==> src/rtl/stq_pkg.sv <==
package stq_pkg;
  localparam int unsigned ENTRY_W   = 32;
  localparam int unsigned VALID_BIT = 31;
  localparam int unsigned CTRL_MASK = 0;
  localparam int unsigned CTRL_CLR  = 1;

  typedef enum logic [1:0] {
    REG_BASE  = 2'd0,
    REG_RDUPD = 2'd1,
    REG_CTRL  = 2'd2
  } stq_reg_e;
endpackage

==> src/rtl/stq_regs.sv <==
module stq_regs
  import stq_pkg::*;
#(
  parameter int unsigned ADDR_W = 32,
  parameter int unsigned PTR_W  = 4
) (
  input  logic              clk,
  input  logic              rst_n,
  input  logic              reg_wr,
  input  logic [1:0]        reg_addr,
  input  logic [31:0]       reg_wdata,
  output logic [ADDR_W-1:0] base,
  output logic [PTR_W-1:0]  rd_upd,
  output logic              irq_mask,
  output logic              ovf_clr
);
  logic sel_base, sel_rd, sel_ctrl;

  assign sel_base = reg_wr && (reg_addr == REG_BASE);
  assign sel_rd   = reg_wr && (reg_addr == REG_RDUPD);
  assign sel_ctrl = reg_wr && (reg_addr == REG_CTRL);
  assign ovf_clr  = sel_ctrl && reg_wdata[CTRL_CLR];

  always_ff @(posedge clk) begin
    if (!rst_n) begin
      base     <= '0;
      rd_upd   <= '0;
      irq_mask <= 1'b0;
    end else begin
      if (sel_base) base     <= ADDR_W'(reg_wdata);
      if (sel_rd)   rd_upd   <= reg_wdata[PTR_W-1:0];
      if (sel_ctrl) irq_mask <= reg_wdata[CTRL_MASK];
    end
  end
endmodule

==> src/rtl/stq_ptr.sv <==
module stq_ptr #(
  parameter int unsigned PTR_W = 4
) (
  input  logic             clk,
  input  logic             rst_n,
  input  logic             advance,
  input  logic [PTR_W-1:0] rd_upd,
  output logic [PTR_W-1:0] wptr,
  output logic             full
);
  logic [PTR_W-1:0] limit;

  // The minus-one wraps within PTR_W bits, matching the pointer wrap.
  assign limit = rd_upd - 1'b1;
  assign full  = (wptr == limit);

  always_ff @(posedge clk) begin
    if (!rst_n)       wptr <= '0;
    else if (advance) wptr <= wptr + 1'b1;
  end
endmodule

==> src/rtl/stq_emit.sv <==
module stq_emit
  import stq_pkg::*;
#(
  parameter int unsigned ADDR_W      = 32,
  parameter int unsigned PAYLOAD_W   = 31,
  parameter int unsigned PTR_W       = 4,
  parameter int unsigned ENTRY_WORDS = 2
) (
  input  logic                 clk,
  input  logic                 rst_n,
  input  logic                 fire,
  input  logic [PAYLOAD_W-1:0] payload,
  input  logic [ADDR_W-1:0]    base,
  input  logic [PTR_W-1:0]     wptr,
  input  logic                 irq_mask,
  output logic                 wr_en,
  output logic [ADDR_W-1:0]    wr_addr,
  output logic [ENTRY_W-1:0]   wr_data,
  output logic                 irq
);
  logic [ADDR_W-1:0]  slot_addr;
  logic [ENTRY_W-1:0] entry;

  assign slot_addr = base + ADDR_W'(wptr) * ADDR_W'(ENTRY_WORDS);

  always_comb begin
    entry = '0;
    entry[PAYLOAD_W-1:0] = payload;
    entry[VALID_BIT]     = 1'b1;
  end

  always_ff @(posedge clk) begin
    if (!rst_n) begin
      wr_en   <= 1'b0;
      wr_addr <= '0;
      wr_data <= '0;
      irq     <= 1'b0;
    end else begin
      wr_en <= fire;
      irq   <= fire && !irq_mask;
      if (fire) begin
        wr_addr <= slot_addr;
        wr_data <= entry;
      end
    end
  end
endmodule

==> src/rtl/stq_producer.sv <==
module stq_producer
  import stq_pkg::*;
#(
  parameter int unsigned DEPTH       = 16,
  parameter int unsigned ADDR_W      = 32,
  parameter int unsigned PAYLOAD_W   = 31,
  parameter int unsigned ENTRY_WORDS = 2
) (
  input  logic                 clk,
  input  logic                 rst_n,
  input  logic                 in_valid,
  output logic                 in_ready,
  input  logic [PAYLOAD_W-1:0] in_status,
  output logic                 mem_wr_en,
  output logic [ADDR_W-1:0]    mem_wr_addr,
  output logic [31:0]          mem_wr_data,
  input  logic                 reg_wr,
  input  logic [1:0]           reg_addr,
  input  logic [31:0]          reg_wdata,
  output logic                 irq,
  output logic                 overflow
);
  localparam int unsigned PTR_W = (DEPTH > 1) ? $clog2(DEPTH) : 1;

  logic [ADDR_W-1:0] base;
  logic [PTR_W-1:0]  rd_upd;
  logic [PTR_W-1:0]  wptr;
  logic              irq_mask;
  logic              ovf_clr;
  logic              full;
  logic              accept;

  stq_regs #(.ADDR_W(ADDR_W), .PTR_W(PTR_W)) u_regs (
    .clk(clk), .rst_n(rst_n), .reg_wr(reg_wr), .reg_addr(reg_addr),
    .reg_wdata(reg_wdata), .base(base), .rd_upd(rd_upd),
    .irq_mask(irq_mask), .ovf_clr(ovf_clr)
  );

  stq_ptr #(.PTR_W(PTR_W)) u_ptr (
    .clk(clk), .rst_n(rst_n), .advance(accept), .rd_upd(rd_upd),
    .wptr(wptr), .full(full)
  );

  stq_emit #(
    .ADDR_W(ADDR_W), .PAYLOAD_W(PAYLOAD_W), .PTR_W(PTR_W),
    .ENTRY_WORDS(ENTRY_WORDS)
  ) u_emit (
    .clk(clk), .rst_n(rst_n), .fire(accept), .payload(in_status),
    .base(base), .wptr(wptr), .irq_mask(irq_mask),
    .wr_en(mem_wr_en), .wr_addr(mem_wr_addr), .wr_data(mem_wr_data),
    .irq(irq)
  );

  assign in_ready = !full;
  assign accept   = in_valid && in_ready;

  // A refused offer sets the flag; a fresh set wins over a host clear.
  always_ff @(posedge clk) begin
    if (!rst_n)                overflow <= 1'b0;
    else if (in_valid && full) overflow <= 1'b1;
    else if (ovf_clr)          overflow <= 1'b0;
  end
endmodule

==> config.mk <==
export PLATFORM = sky130hd
export DESIGN_NAME = stq_producer
export DESIGN_NICKNAME = d
export VERILOG_FILES = /design/src/rtl/stq_pkg.sv /design/src/rtl/stq_regs.sv /design/src/rtl/stq_ptr.sv /design/src/rtl/stq_emit.sv /design/src/rtl/stq_producer.sv
export SDC_FILE = /design/constraint.sdc
export NUM_CORES = 1
export LEC_CHECK = 0
export ABC_CLOCK_PERIOD_IN_PS = 2780
export CORE_MARGIN = 2
export CORE_UTILIZATION = 63
export CTS_BUF_LIST = sky130_fd_sc_hd__clkbuf_16
export CTS_CLUSTER_SIZE = 16
export DETAILED_ROUTE_END_ITERATION = 6
export DONT_BUFFER_PORTS = 1
export GPL_TIMING_DRIVEN = 0
export PLACE_DENSITY = 0.79
export RECOVER_POWER = 50
export SLEW_MARGIN = 20
export SYNTH_ARGS = -nofsm -noshare
export SYNTH_HDL_FRONTEND = slang
export SYNTH_HIERARCHICAL = 1
export SYNTH_SLANG_ARGS = --single-unit
export TNS_END_PERCENT = 100
==> constraint.sdc <==
create_clock -name clk -period 2.78 [get_ports clk]
set_input_delay 0.278 -clock clk [delete_from_list [all_inputs] [get_ports clk]]
set_output_delay 0.278 -clock clk [all_outputs]
set_load 0.02 [all_outputs]
Word level (Yosys, flattened, before mapping)
Cells that the tools add are included.
{ "word_totals": {"ff_bits": 108, "latch_bits": 0, "ramBits": 0, "rom_bits": 0, "input_bits": 69, "out_inout_bits": 68, "word_cells": 28, "mem_count": 0} }
{ "op_classes": {"n_addsub": 3, "multipliers": 0, "n_div": 0, "n_lt_le_gt_ge": 0, "eq_ne": 3, "shift": 0, "muxes": 2, "bitwise": 0, "reduce_logical": 11} }
{ "op_table": {"columns": ["cell", "count"], "rows": [
  ["$add 32x5->32", 1],
  ["$logic_and 1x1->1", 7],
  ["$add 4x1->4 const B", 1],
  ["$eq 4x4->1", 1],
  ["$sub 4x1->4 const B", 1],
  ["$eq 2x1->1 const B", 1],
  ["$eq 2x2->1 const B", 1],
  ["$logic_not 1->1", 2],
  ["$logic_not 2->1", 1],
  ["$mux 1", 2],
  ["$reduce_bool 2->1", 1]
]} }

Depth between registers and ports, before layout
Gate-level depths: netlist of run 1.
{ "depth": {"depth_word": 5, "ltp_mapped": 12, "mapped_depth_nobuf": 10} }

Hierarchy
The synthesis of run 1 kept the hierarchy.
{ "by_module_without_submodules": {"columns": ["mod", "instances", "cells_per_inst", "area_per_inst_um2"], "rows": [
  ["stq_emit", 1, 347, 3184.3],
  ["stq_regs", 1, 160, 1519.0],
  ["stq_ptr", 1, 26, 252.7],
  ["stq_producer", 1, 6, 51.3]
]} }

Least setup slack after synthesis of run 1
Ideal clock, no wire load.
{ "synth_timing": {"path_kind": "reg2reg", "startpoint": "register u_regs.rd_upd[0]", "endpoint": "register u_emit.wr_addr[24]", "setup_time_ns": 0.063, "arrival_ns": 2.441, "required_time_ns": 2.717, "setup_slack_ns": 0.276, "path_stages_with_launch": 12, "period_less_slack_ns": 2.504, "path_cell_list": "dfxtp_1 inv_1 ha_1 xnor2_1 xnor2_1 nor4_1 nor2b_1 clkbuf_1 clkbuf_1 nand3b_1 or4_1 nand3_1"} }
{ "synth_via": {"elab_chain_cells": 4} }
{ "synth_lines": {"columns": ["element", "line_no", "text"], "rows": [
  ["start, declared", "stq_regs.sv:13", "output logic [PTR_W-1:0] rd_upd,"],
  ["start signal, assigned", "stq_regs.sv:31", "if (sel_rd) rd_upd <= reg_wdata[PTR_W-1:0];"],
  ["$sub 4x1->4", "stq_ptr.sv:14", "assign limit = rd_upd - 1'b1;"],
  ["$eq 4x4->1", "stq_ptr.sv:15", "assign full = (wptr == limit);"],
  ["net full", "stq_producer.sv:30", "logic full;"],
  ["$logic_not 1->1", "stq_producer.sv:54", "assign in_ready = !full;"],
  ["$logic_and 1x1->1", "stq_producer.sv:55", "assign accept = in_valid && in_ready;"],
  ["net accept", "stq_producer.sv:31", "logic accept;"],
  ["end signal, assigned", "stq_emit.sv:42", "wr_addr <= slot_addr;"],
  ["end, declared", "stq_emit.sv:17", "output logic [ADDR_W-1:0] wr_addr,"]
]} }
The timed path passes the listed nets, and every way through them passes these cells.
A chain may end at the register's enable or synchronous reset.

Worst setup path in the final report of run 1
{ "layout_timing": {"startpoint": "register u_ptr.wptr[1]", "endpoint": "register u_emit.wr_addr[8]"} }
{ "layout_via": {"elab_chain_cells": 3} }
{ "layout_lines": {"columns": ["element", "line_no", "text"], "rows": [
  ["start, declared", "stq_ptr.sv:8", "output logic [PTR_W-1:0] wptr,"],
  ["start signal, assigned", "stq_ptr.sv:19", "else if (advance) wptr <= wptr + 1'b1;"],
  ["branches (longest 3 deep; another with $add 32x5->32)", null, null]
]} }
Several ways; the timed one is not identified.

==> results of run 1 <==
routing by layer:
metal	part of all wire, %	global-route usage [%]
met5	0	0
met4	2.7	12.4
met3	9.3	6.29
met2	47	43.4
met1	41	34.9
worst max-delay path: stages, from the launching register on:
cell and delay [ns]:
dfxtp_1 0.50, ha_1 0.30, a21oi_1 0.27, o22a_1 0.26, clkbuf_1 0.46, clkbuf_2 0.37
o21ai_0 0.14, a31oi_1 0.20
stage by stage:
| stage | setup TNS (ns) | power, mW | util (%) |
|---|---|---|---|
| after floorplan | 0 | 1.97 | - |
| after global placement | -13.15 | 2.03 | 66.5 |
| after detailed placement | -18.63 | 2.04 | 66.5 |
| after CTS | 0 | 3.21 | 70.2 |
| after global routing | 0 | 3.33 | 70.8 |
| final | 0 | 3.20 | 70.8 |
state kept, by name, indices dropped and copies added, names as in the netlist:
signal           count
overflow             1
u_regs/irq_mask      1
u_emit/wr_data      32
u_regs/rd_upd        4
u_regs/base         32
u_ptr/wptr           4
u_emit/wr_addr      32
u_emit/wr_en         1
u_emit/irq           1
where the power goes:
group / switching (mW) / internal (mW) / leakage, nW
combinational: 0.146 / 0.121 / 1.04
clock: 0.575 / 0.613 / 0.134
sequential: 0.128 / 1.62 / 0.885
total: 0.849 / 2.35 / 2.06
final cells by class:
type / count / area [um^2] / area share [%]
timing repair buffer: 4 / 30.0 / 0.549
inverter: 14 / 52.6 / 0.961
clock buffer: 9 / 225 / 4.12
sequential: 108 / 2160 / 39.5
tap: 102 / 128 / 2.33
clock inverter: 7 / 51.3 / 0.938
multi-input combinational: 380 / 2600 / 47.5
buffer: 37 / 221 / 4.05
placed cells by master (no fill, tap or decap), types with 9 or more instances in the layout:
cell       synthesis  final
a31oi_1           13     13
clkbuf_1          25     18
clkbuf_16          0      9
clkbuf_2           0     10
dfxtp_1          108    108
inv_1             14     14
mux2i_1           72     72
nand2_1           83     83
nand3_1           16     16
nor2b_1           36     35
o21ai_0           28     28
o31ai_1           10     10
or4_1             13     13
xnor2_1           15     15
synthesized netlist by cell type, types with 2 or more instances:
cell      instances
a211oi_1          3
a21oi_1           8
a31oi_1          13
a32oi_1           3
and2_1            4
and3_1            4
and4_1            3
buf_1             2
buf_12            3
buf_2             4
buf_6             3
clkbuf_1         25
dfxtp_1         108
ha_1              6
inv_1            14
mux2i_1          72
nand2_1          83
nand2b_1          2
nand3_1          16
nand3b_1          5
nand4_1           6
nor2_1            3
nor2b_1          36
nor3_1            8
nor4_1            5
nor4b_1           2
o21a_1            2
o21ai_0          28
o31ai_1          10
or2_2             3
or3_1             4
or4_1            13
xnor2_1          15
worst paths after layout:
| check | startpoint | end | slack, ns | depth (start not counted) |
|---|---|---|---|---|
| max | u_ptr/wptr[1] | u_emit/wr_addr[8] | 0.20 | 7 |
| min | rst_n | u_ptr/wptr[0] | 0.06 | 1 |
| max reg2reg | u_ptr/wptr[1] | u_emit/wr_addr[8] | 0.20 | 7 |
| min reg2reg | u_regs/irq_mask | u_emit/irq | 0.45 | 1 |
kinds of logic (layout without fill, tap and decap cells):
family                     count (synthesis)  after routing  synth area share (%)
DFF                                      108            108                  43.2
adders and majority gates                  7              7                  1.90
muxes                                     72             72                  14.4
buffers and inverters                     51             71                  5.35
xor gates and xnor gates                  16             16                  2.80
AOI/OAI and AO/OA                         79             79                  10.0
and+or+nand+nor                          206            206                  22.4
timing repair:
item	4_1_cts	5_1_grt
setup endpoints to repair	66	56
hold endpoints to repair	0	0
hold buffers	0	0
gates cloned	0	0
resized for setup	8	16
setup buffers	0	4
==> impl_metrics.env, run 1 <==
export IMPL_ant_nets=0
export IMPL_synth_async_reset_ratio_pct=0
export IMPL_setup_viol=0
export IMPL_arrival_ns=2.84
export IMPL_pre_cts_slack_ns=-0.505
export IMPL_numCtsBuffers=9
export IMPL_portBuffers=0
export IMPL_row_count=32
export IMPL_dieWidth_um=93.2
export IMPL_yosys_warnings=6
export IMPL_placed_area_mm2=0.00513
export IMPL_nFillCells=605
export IMPL_clk_latency_ns=0.34
export IMPL_fmax_mhz=388
export IMPL_worstMarginPinSlew_ns=0.697
export IMPL_finish_net_count=630
export IMPL_path_clk_slew_ns=0.07
export IMPL_finalCritPeriodShare_pct=92.8
export IMPL_path_max_fanout=10
export IMPL_grt_first_pass_wirelength_um=18600
export IMPL_vias_per_cell=6.23
export IMPL_cp_start_kind="flop"
export IMPL_grt_overflow=0
export IMPL_vias=4117
export IMPL_hp_class="in -> reg"
export IMPL_grt_max_degree=19
export IMPL_drtPass1Iterations=5
export IMPL_grt_pass1_vias=3815
export IMPL_setup_worst_path_class="reg -> reg"
export IMPL_end_kind="flop"
export IMPL_core_mm2=0.00773
export IMPL_wl_per_cell_um=18.2
export IMPL_fin_ws_ns=0.201
export IMPL_slew_limit_headroom_pct=53.1
export IMPL_synth_edf_count=0
export IMPL_yosysTopAreaCell="dfxtp_1"
export IMPL_synthTopCellsByArea="dfxtp_1, mux2i_1, nand2_1"
export IMPL_first_iter_violations=339
export IMPL_clockRootBuffer="clkbuf_16"
export IMPL_start_util_pct=64.8
export IMPL_ir_drop_v=0.000365
export IMPL_maxCapViolCount=0
export IMPL_io_pins=137
export IMPL_diodes=0
export IMPL_hold_viol_final=0
export IMPL_layout_cells_non_filler=661
export IMPL_drt_drc_violations_left=0
export IMPL_synth_area_mm2=0.00501
export IMPL_maxSlewViolCount=0
export IMPL_outcome="complete, no violations"
export IMPL_layout_drive_gt1_share_pct=8.94
export IMPL_cts_tree="yes"
export IMPL_place_gp_congestion=0.922
export IMPL_dp_final_hpwl_um=8610
export IMPL_netlist_instances=539
export IMPL_dp_cells=641
export IMPL_avgSynthCellArea_um2=9.29
export IMPL_cts_buffer_depth=2
export IMPL_ys_dominant_reg_cell="dfxtp_1"
export IMPL_dieArea_mm2=0.00868
export IMPL_p_per_area_mw_per_mm2=586
export IMPL_antenna_found_initial=0
export IMPL_skew_ns=0.00646
export IMPL_rsz0062_at_grt="no"
export IMPL_cts_sinks=108
export IMPL_area_growth_pct=9.22
export IMPL_worst_ep_required_time_ns=3.04
export IMPL_min_period_ns=2.58
export IMPL_die_height_um=93.2
export IMPL_gr_usage_all_layers_pct=27.1
export IMPL_yosysTopAreaCellShare_pct=43.2
export IMPL_drt_total_wl_um=12000
export IMPL_synth_seq_cells=108
export IMPL_h_tree_depth=3
export IMPL_yosysSeqAreaShare_pct=43.2
export IMPL_syn_nets=615
export IMPL_whs_ns=0.0562
export IMPL_ys_types=56
export IMPL_final_area_mm2=0.00547
export IMPL_p_leak_nw=2.06
(Power assumes the default switching activity.)
==> inputs of run 2 (changes only) <==
MAX_ROUTING_LAYER = met4   (was default)
==> run 2 against run 1 <==
Against the previous run:
- hold slack better by 0.0027 ns
- sequential share of layout area is 0.099 points lower
- clock power is 8% higher
- largest power group unchanged
- fmax hardly changed
- critical endpoint is now u_emit/wr_addr[22]
- clock-buffer cell count stayed put
- clock skew is 0.0020 ns higher
- combinational power hardly changed
==> impl_metrics.env, run 2 (synthesized netlist as in run 1, its figures left out) <==
export IMPL_slew_limit_headroom_pct=50.0
export IMPL_vias_per_cell=6.13
export IMPL_end_kind="flop"
export IMPL_layout_cells_non_filler=660
export IMPL_dieWidth_um=93.2
export IMPL_path_max_fanout=10
export IMPL_nFillCells=585
export IMPL_swShare_pct=25.8
export IMPL_fmax_mhz=388
export IMPL_outcome="complete, no violations"
export IMPL_finish_net_count=629
export IMPL_hp_class="in -> reg"
export IMPL_slowest_delay_ns=0.42
export IMPL_area_growth_pct=9.50
export IMPL_clockRootBuffer="clkbuf_16"
export IMPL_cts_buffer_depth=2
export IMPL_h_tree_depth=3
export IMPL_p_comb_share_pct=8.1
export IMPL_ir_drop_v=0.000315
export IMPL_grt_first_pass_wirelength_um=18600
export IMPL_finalPower_mw=3.30
export IMPL_crit_path_frequent_cell="xnor2_1"
export IMPL_worst_ep_required_time_ns=3.06
export IMPL_row_count=32
export IMPL_layout_drive_gt1_share_pct=8.60
export IMPL_clk_latency_ns=0.34
export IMPL_setup_viol=0
export IMPL_cts_tree="yes"
export IMPL_r2r_start="u_regs/rd_upd[0]"
export IMPL_antenna_found_initial=0
export IMPL_whs_ns=0.0589
export IMPL_die_height_um=93.2
export IMPL_min_period_ns=2.58
export IMPL_worstMarginPinSlew_ns=0.743
export IMPL_cts_hold_buf=0
export IMPL_cp_cell_sequence="inv_1, ha_1, xnor2_1, xnor2_1, nor4_2, nor2b_2, clkbuf_4, clkbuf_2, buf_2, o2111ai_1, nand3_1"
export IMPL_final_common_cell="dfxtp_1"
export IMPL_dp_final_hpwl_um=8710
export IMPL_power_frac_seq_pct=53.0
export IMPL_cts_sinks=108
export IMPL_pwr_share_clk_pct=39.0
export IMPL_diodes=0
export IMPL_cp_start_kind="flop"
export IMPL_fin_tns_setup_ns=0
export IMPL_cp_startpoint="u_regs/rd_upd[0]"
export IMPL_rsz0062_at_grt="yes"
export IMPL_numCtsBuffers=9
export IMPL_path_clk_slew_ns=0.07
export IMPL_ant_nets=0
export IMPL_hold_start="rst_n"
export IMPL_dieArea_mm2=0.00868
export IMPL_maxCapViolCount=0
export IMPL_place_gp_congestion=0.951
export IMPL_layout_common_cells="dfxtp_1, nand2_1, mux2i_1"
export IMPL_first_iter_violations=322
export IMPL_finalCritPeriodShare_pct=92.7
export IMPL_wl_per_cell_um=18.0
export IMPL_core_mm2=0.00773
export IMPL_p_leak_nw=2.07
export IMPL_slowest_stage="dfxtp_1"
export IMPL_p_per_area_mw_per_mm2=602
export IMPL_drt_total_wl_um=11900
export IMPL_skew_ns=0.00847
export IMPL_drt_drc_violations_left=0
export IMPL_p_sw_mw=0.850
export IMPL_grt_overflow=0
export IMPL_grt_max_degree=19
export IMPL_portBuffers=0
export IMPL_vias=4044
export IMPL_hold_viol_final=0
export IMPL_grt_pass1_vias=3794
export IMPL_power_internal_mw=2.45
export IMPL_io_pins=137
export IMPL_drtPass1Iterations=5
export IMPL_reg_top3="u_emit/wr_addr x32, u_emit/wr_data x32, u_regs/base x32"
export IMPL_gr_usage_all_layers_pct=27.9
export IMPL_arrival_ns=2.85
export IMPL_maxSlewViolCount=0
export IMPL_setup_worst_path_class="reg -> reg"
export IMPL_start_util_pct=64.8
export IMPL_dp_cells=641
==> run 2: timing repair <==
item                                    CTS  global route
endpoints found under the setup margin   66            58
hold endpoints to repair                  0             0
resized for setup                         7            18
buffers inserted                          0             4
==> run 2: cell type report <==
cell class                      count  area (um^2)  share of cell area [%]
Clock inverter                      7         76.3                    1.39
Clock buffer                        9          225                    4.11
Timing Repair Buffer                4         30.0                   0.548
Inverter                           14         52.6                   0.958
Sequential cell                   108         2160                    39.4
Buffer                             36          218                    3.97
Multi-Input combinational cell    380         2590                    47.3
Tap cell                          102          128                    2.33
==> run 2: layer usage <==
| metal | vias to the layer above | wire [um] | GRT usage, % |
|---|---|---|---|
| li1 | 1938 | - | - |
| met1 | 1924 | 4900 | 34.4 |
| met2 | 160 | 5840 | 45.2 |
| met3 | 22 | 942 | 6.45 |
| met4 | 0 | 190 | 9.68 |
| met5 | - | 0 | - |
==> run 2: critical path: cells and delay by family (launching register included) <==
family | cells | cell delay, ns
compound gates | 1 | 0.16
xor+xnor | 2 | 0.36
fa+ha+maj | 1 | 0.20
buf+inv | 4 | 0.91
flops | 1 | 0.42
simple gates | 3 | 0.44
==> run 2: final timing paths <==
check	endpoint	slack [ns]	cells past startpoint
max	u_emit/wr_addr[22]	0.20	11
min	u_ptr/wptr[0]	0.06	1
max reg2reg	u_emit/wr_addr[22]	0.20	11
min reg2reg	u_emit/irq	0.46	1
==> run 2: power by group through the flow <==
| stage | logic, mW | registers, mW | clock network (mW) |
|---|---|---|---|
| after floorplan | 0.208 | 1.76 | 0 |
| after global placement | 0.246 | 1.78 | 0 |
| after detailed placement | 0.257 | 1.78 | 0 |
| after CTS | 0.260 | 1.75 | 1.29 |
| after global routing | 0.294 | 1.76 | 1.38 |
| final | 0.266 | 1.75 | 1.28 |
==> run 2: metrics by stage <==
step / worst slack, ns / cell area, um^2 / utilization (%)
3_3_place_gp: -0.429 / 5130 / 66.5
3_5_place_dp: -0.469 / 5130 / 66.5
4_1_cts: 0.0496 / 5450 / 70.5
5_1_grt: -0.0462 / 5480 / 71.0
2_1_floorplan: 0.276 / 5010 / -
6_report: 0.202 / 5480 / 71.0
==> inputs of run 3 (changes only) <==
ABC_CLOCK_PERIOD_IN_PS = 3250   (was 2780)
CORE_UTILIZATION = 68   (was 63)
PLACE_DENSITY = 0.84   (was 0.79)
clock period = 3.25 ns   (was 2.78 ns; I/O delays follow)
==> run 3 against run 2 <==
Against the previous run:
- final area decreased by 1.3%
- combinational power decreased by 15%
- clock power decreased by 18%
- fmax decreased by 17%
- core utilization increased by 4.4 points
- setup slack got worse by 0.070 ns
- largest cell class unchanged
==> impl_metrics.env, run 3 (synthesized netlist as in run 1, its figures left out) <==
export IMPL_drt_total_wl_um=12200
export IMPL_cp_top_family="compound AO/OA/AOI/OAI gates"
export IMPL_whs_ns=0.103
export IMPL_fin_ws_ns=0.132
export IMPL_ant_nets=0
export IMPL_skew_ns=0.00572
export IMPL_worst_ep_required_time_ns=3.49
export IMPL_maxSlewViolCount=0
export IMPL_setup_worst_path_class="reg -> reg"
export IMPL_power_internal_mw=2.07
export IMPL_cts_tree="yes"
export IMPL_path_buf_inv=1
export IMPL_p_sw_mw=0.702
export IMPL_clockRootBuffer="clkbuf_16"
export IMPL_arrival_ns=3.36
export IMPL_end_kind="flop"
export IMPL_gr_usage_all_layers_pct=30.7
export IMPL_grt_overflow=0
export IMPL_outcome="complete, no violations"
export IMPL_p_leak_nw=2.01
export IMPL_diodes=0
export IMPL_io_pins=137
export IMPL_r2r_end="u_emit/wr_addr[31]"
export IMPL_final_area_mm2=0.00541
export IMPL_layout_drive_gt1_share_pct=5.96
export IMPL_dieArea_mm2=0.00807
export IMPL_rsz0062_at_grt="no"
export IMPL_hold_depth=1
export IMPL_core_mm2=0.00718
export IMPL_hold_start="rst_n"
export IMPL_utilization_pct=75.4
export IMPL_ir_drop_v=0.000271
export IMPL_dieWidth_um=89.8
export IMPL_drt_drc_violations_left=0
export IMPL_path_clk_slew_ns=0.07
export IMPL_final_common_cell="dfxtp_1"
export IMPL_ff2ff_path_depth=7
export IMPL_min_period_ns=3.12
export IMPL_cts_sinks=108
export IMPL_die_height_um=89.8
export IMPL_pre_cts_slack_ns=-0.0996
export IMPL_cts_buffer_depth=2
export IMPL_path_max_fanout=10
export IMPL_area_growth_pct=8.02
export IMPL_wl_per_cell_um=18.8
export IMPL_pwr_share_clk_pct=38.0
export IMPL_slowest_stage="a211oi_1"
export IMPL_drtPass1Iterations=5
export IMPL_finalCritPeriodShare_pct=95.9
export IMPL_fin_tns_setup_ns=0
export IMPL_worstMarginPinSlew_ns=0.888
export IMPL_grt_first_pass_wirelength_um=19400
export IMPL_h_tree_depth=3
export IMPL_power_frac_seq_pct=53.9
export IMPL_layout_common_cells="dfxtp_1, nand2_1, mux2i_1"
export IMPL_hold_path_end="u_ptr/wptr[0]"
export IMPL_slowest_delay_ns=0.78
export IMPL_swShare_pct=25.3
export IMPL_vias=4083
export IMPL_cp_cell_sequence="ha_1, fa_1, a211oi_1, or2_1, clkbuf_1, o21ai_0, and3_1"
export IMPL_hold_viol_final=0
export IMPL_r2r_slack_ns=0.13
export IMPL_cts_setup_buffers=0
export IMPL_p_per_area_mw_per_mm2=513
export IMPL_placed_area_mm2=0.00513
export IMPL_clk_latency_ns=0.34
export IMPL_row_count=31
export IMPL_reg_top3="u_emit/wr_addr x32, u_emit/wr_data x32, u_regs/base x32"
export IMPL_p_comb_share_pct=8.1
export IMPL_grt_max_degree=17
export IMPL_vias_per_cell=6.25
export IMPL_grt_pass1_vias=3932
export IMPL_slew_limit_headroom_pct=40.4
export IMPL_cp_start_kind="flop"
export IMPL_first_iter_violations=288
export IMPL_r2r_start="u_ptr/wptr[0]"
export IMPL_fmax_mhz=321
export IMPL_maxCapViolCount=0
export IMPL_portBuffers=0
export IMPL_hp_class="in -> reg"
export IMPL_start_util_pct=69.8
export IMPL_antenna_found_initial=0
export IMPL_finish_net_count=626
export IMPL_dp_final_hpwl_um=8730
export IMPL_numCtsBuffers=9
export IMPL_place_gp_congestion=0.886
export IMPL_setup_viol=0
==> run 3: through the flow <==
stage	total power [mW]	std cells
finish	2.77	653
global route	2.86	653
CTS	2.78	653
detailed placement	1.75	638
global placement	1.73	638
floorplan	1.69	539
==> run 3: final cells by class <==
cell class | instances | area [um^2]
clock buffers | 9 | 225
clock inverters | 6 | 57.6
multi-input cells | 380 | 2580
fillers | 507 | 1770
well taps | 99 | 124
flip-flops and latches | 108 | 2160
plain buffers | 37 | 208
inverters | 14 | 52.6
==> run 3: power groups by stage <==
stage / clock network [mW] / logic [mW] / registers (mW)
floorplan: 0 / 0.178 / 1.51
global placement: 0 / 0.211 / 1.52
detailed placement: 0 / 0.223 / 1.53
CTS: 1.06 / 0.224 / 1.50
global route: 1.11 / 0.247 / 1.50
finish: 1.05 / 0.225 / 1.50
==> run 3: worst max-delay path by stage <==
stage,start,cells after the start,slack [ns],to
2_1_floorplan,u_regs/rd_upd[0],11,0.75,u_emit/wr_addr[24]
3_3_place_gp,u_regs/rd_upd[0],11,0.03,u_emit/wr_addr[3]
3_5_place_dp,u_regs/rd_upd[0],11,-0.1,u_emit/wr_addr[3]
4_1_cts,u_regs/rd_upd[0],11,0.02,u_emit/wr_addr[22]
5_1_grt,u_ptr/wptr[0],7,0.03,u_emit/wr_addr[31]
6_report,u_ptr/wptr[0],7,0.13,u_emit/wr_addr[31]
==> run 3: routing by layer <==
| metal | global-route usage, % | vias up | wire (um) |
|---|---|---|---|
| met5 | - | - | 0 |
| met4 | 11.7 | 0 | 303 |
| met3 | 7.12 | 31 | 1120 |
| met2 | 49.1 | 219 | 5840 |
| met1 | 38.2 | 1912 | 4980 |
| li1 | - | 1921 | - |
==> run 3: repair_timing <==
| action | 4_1_cts | 5_1_grt |
|---|---|---|
| endpoints found under the setup margin | 9 | 54 |
| pin swaps | 0 | 0 |
| gates resized for setup | 1 | 3 |
| hold buffers | 0 | 0 |
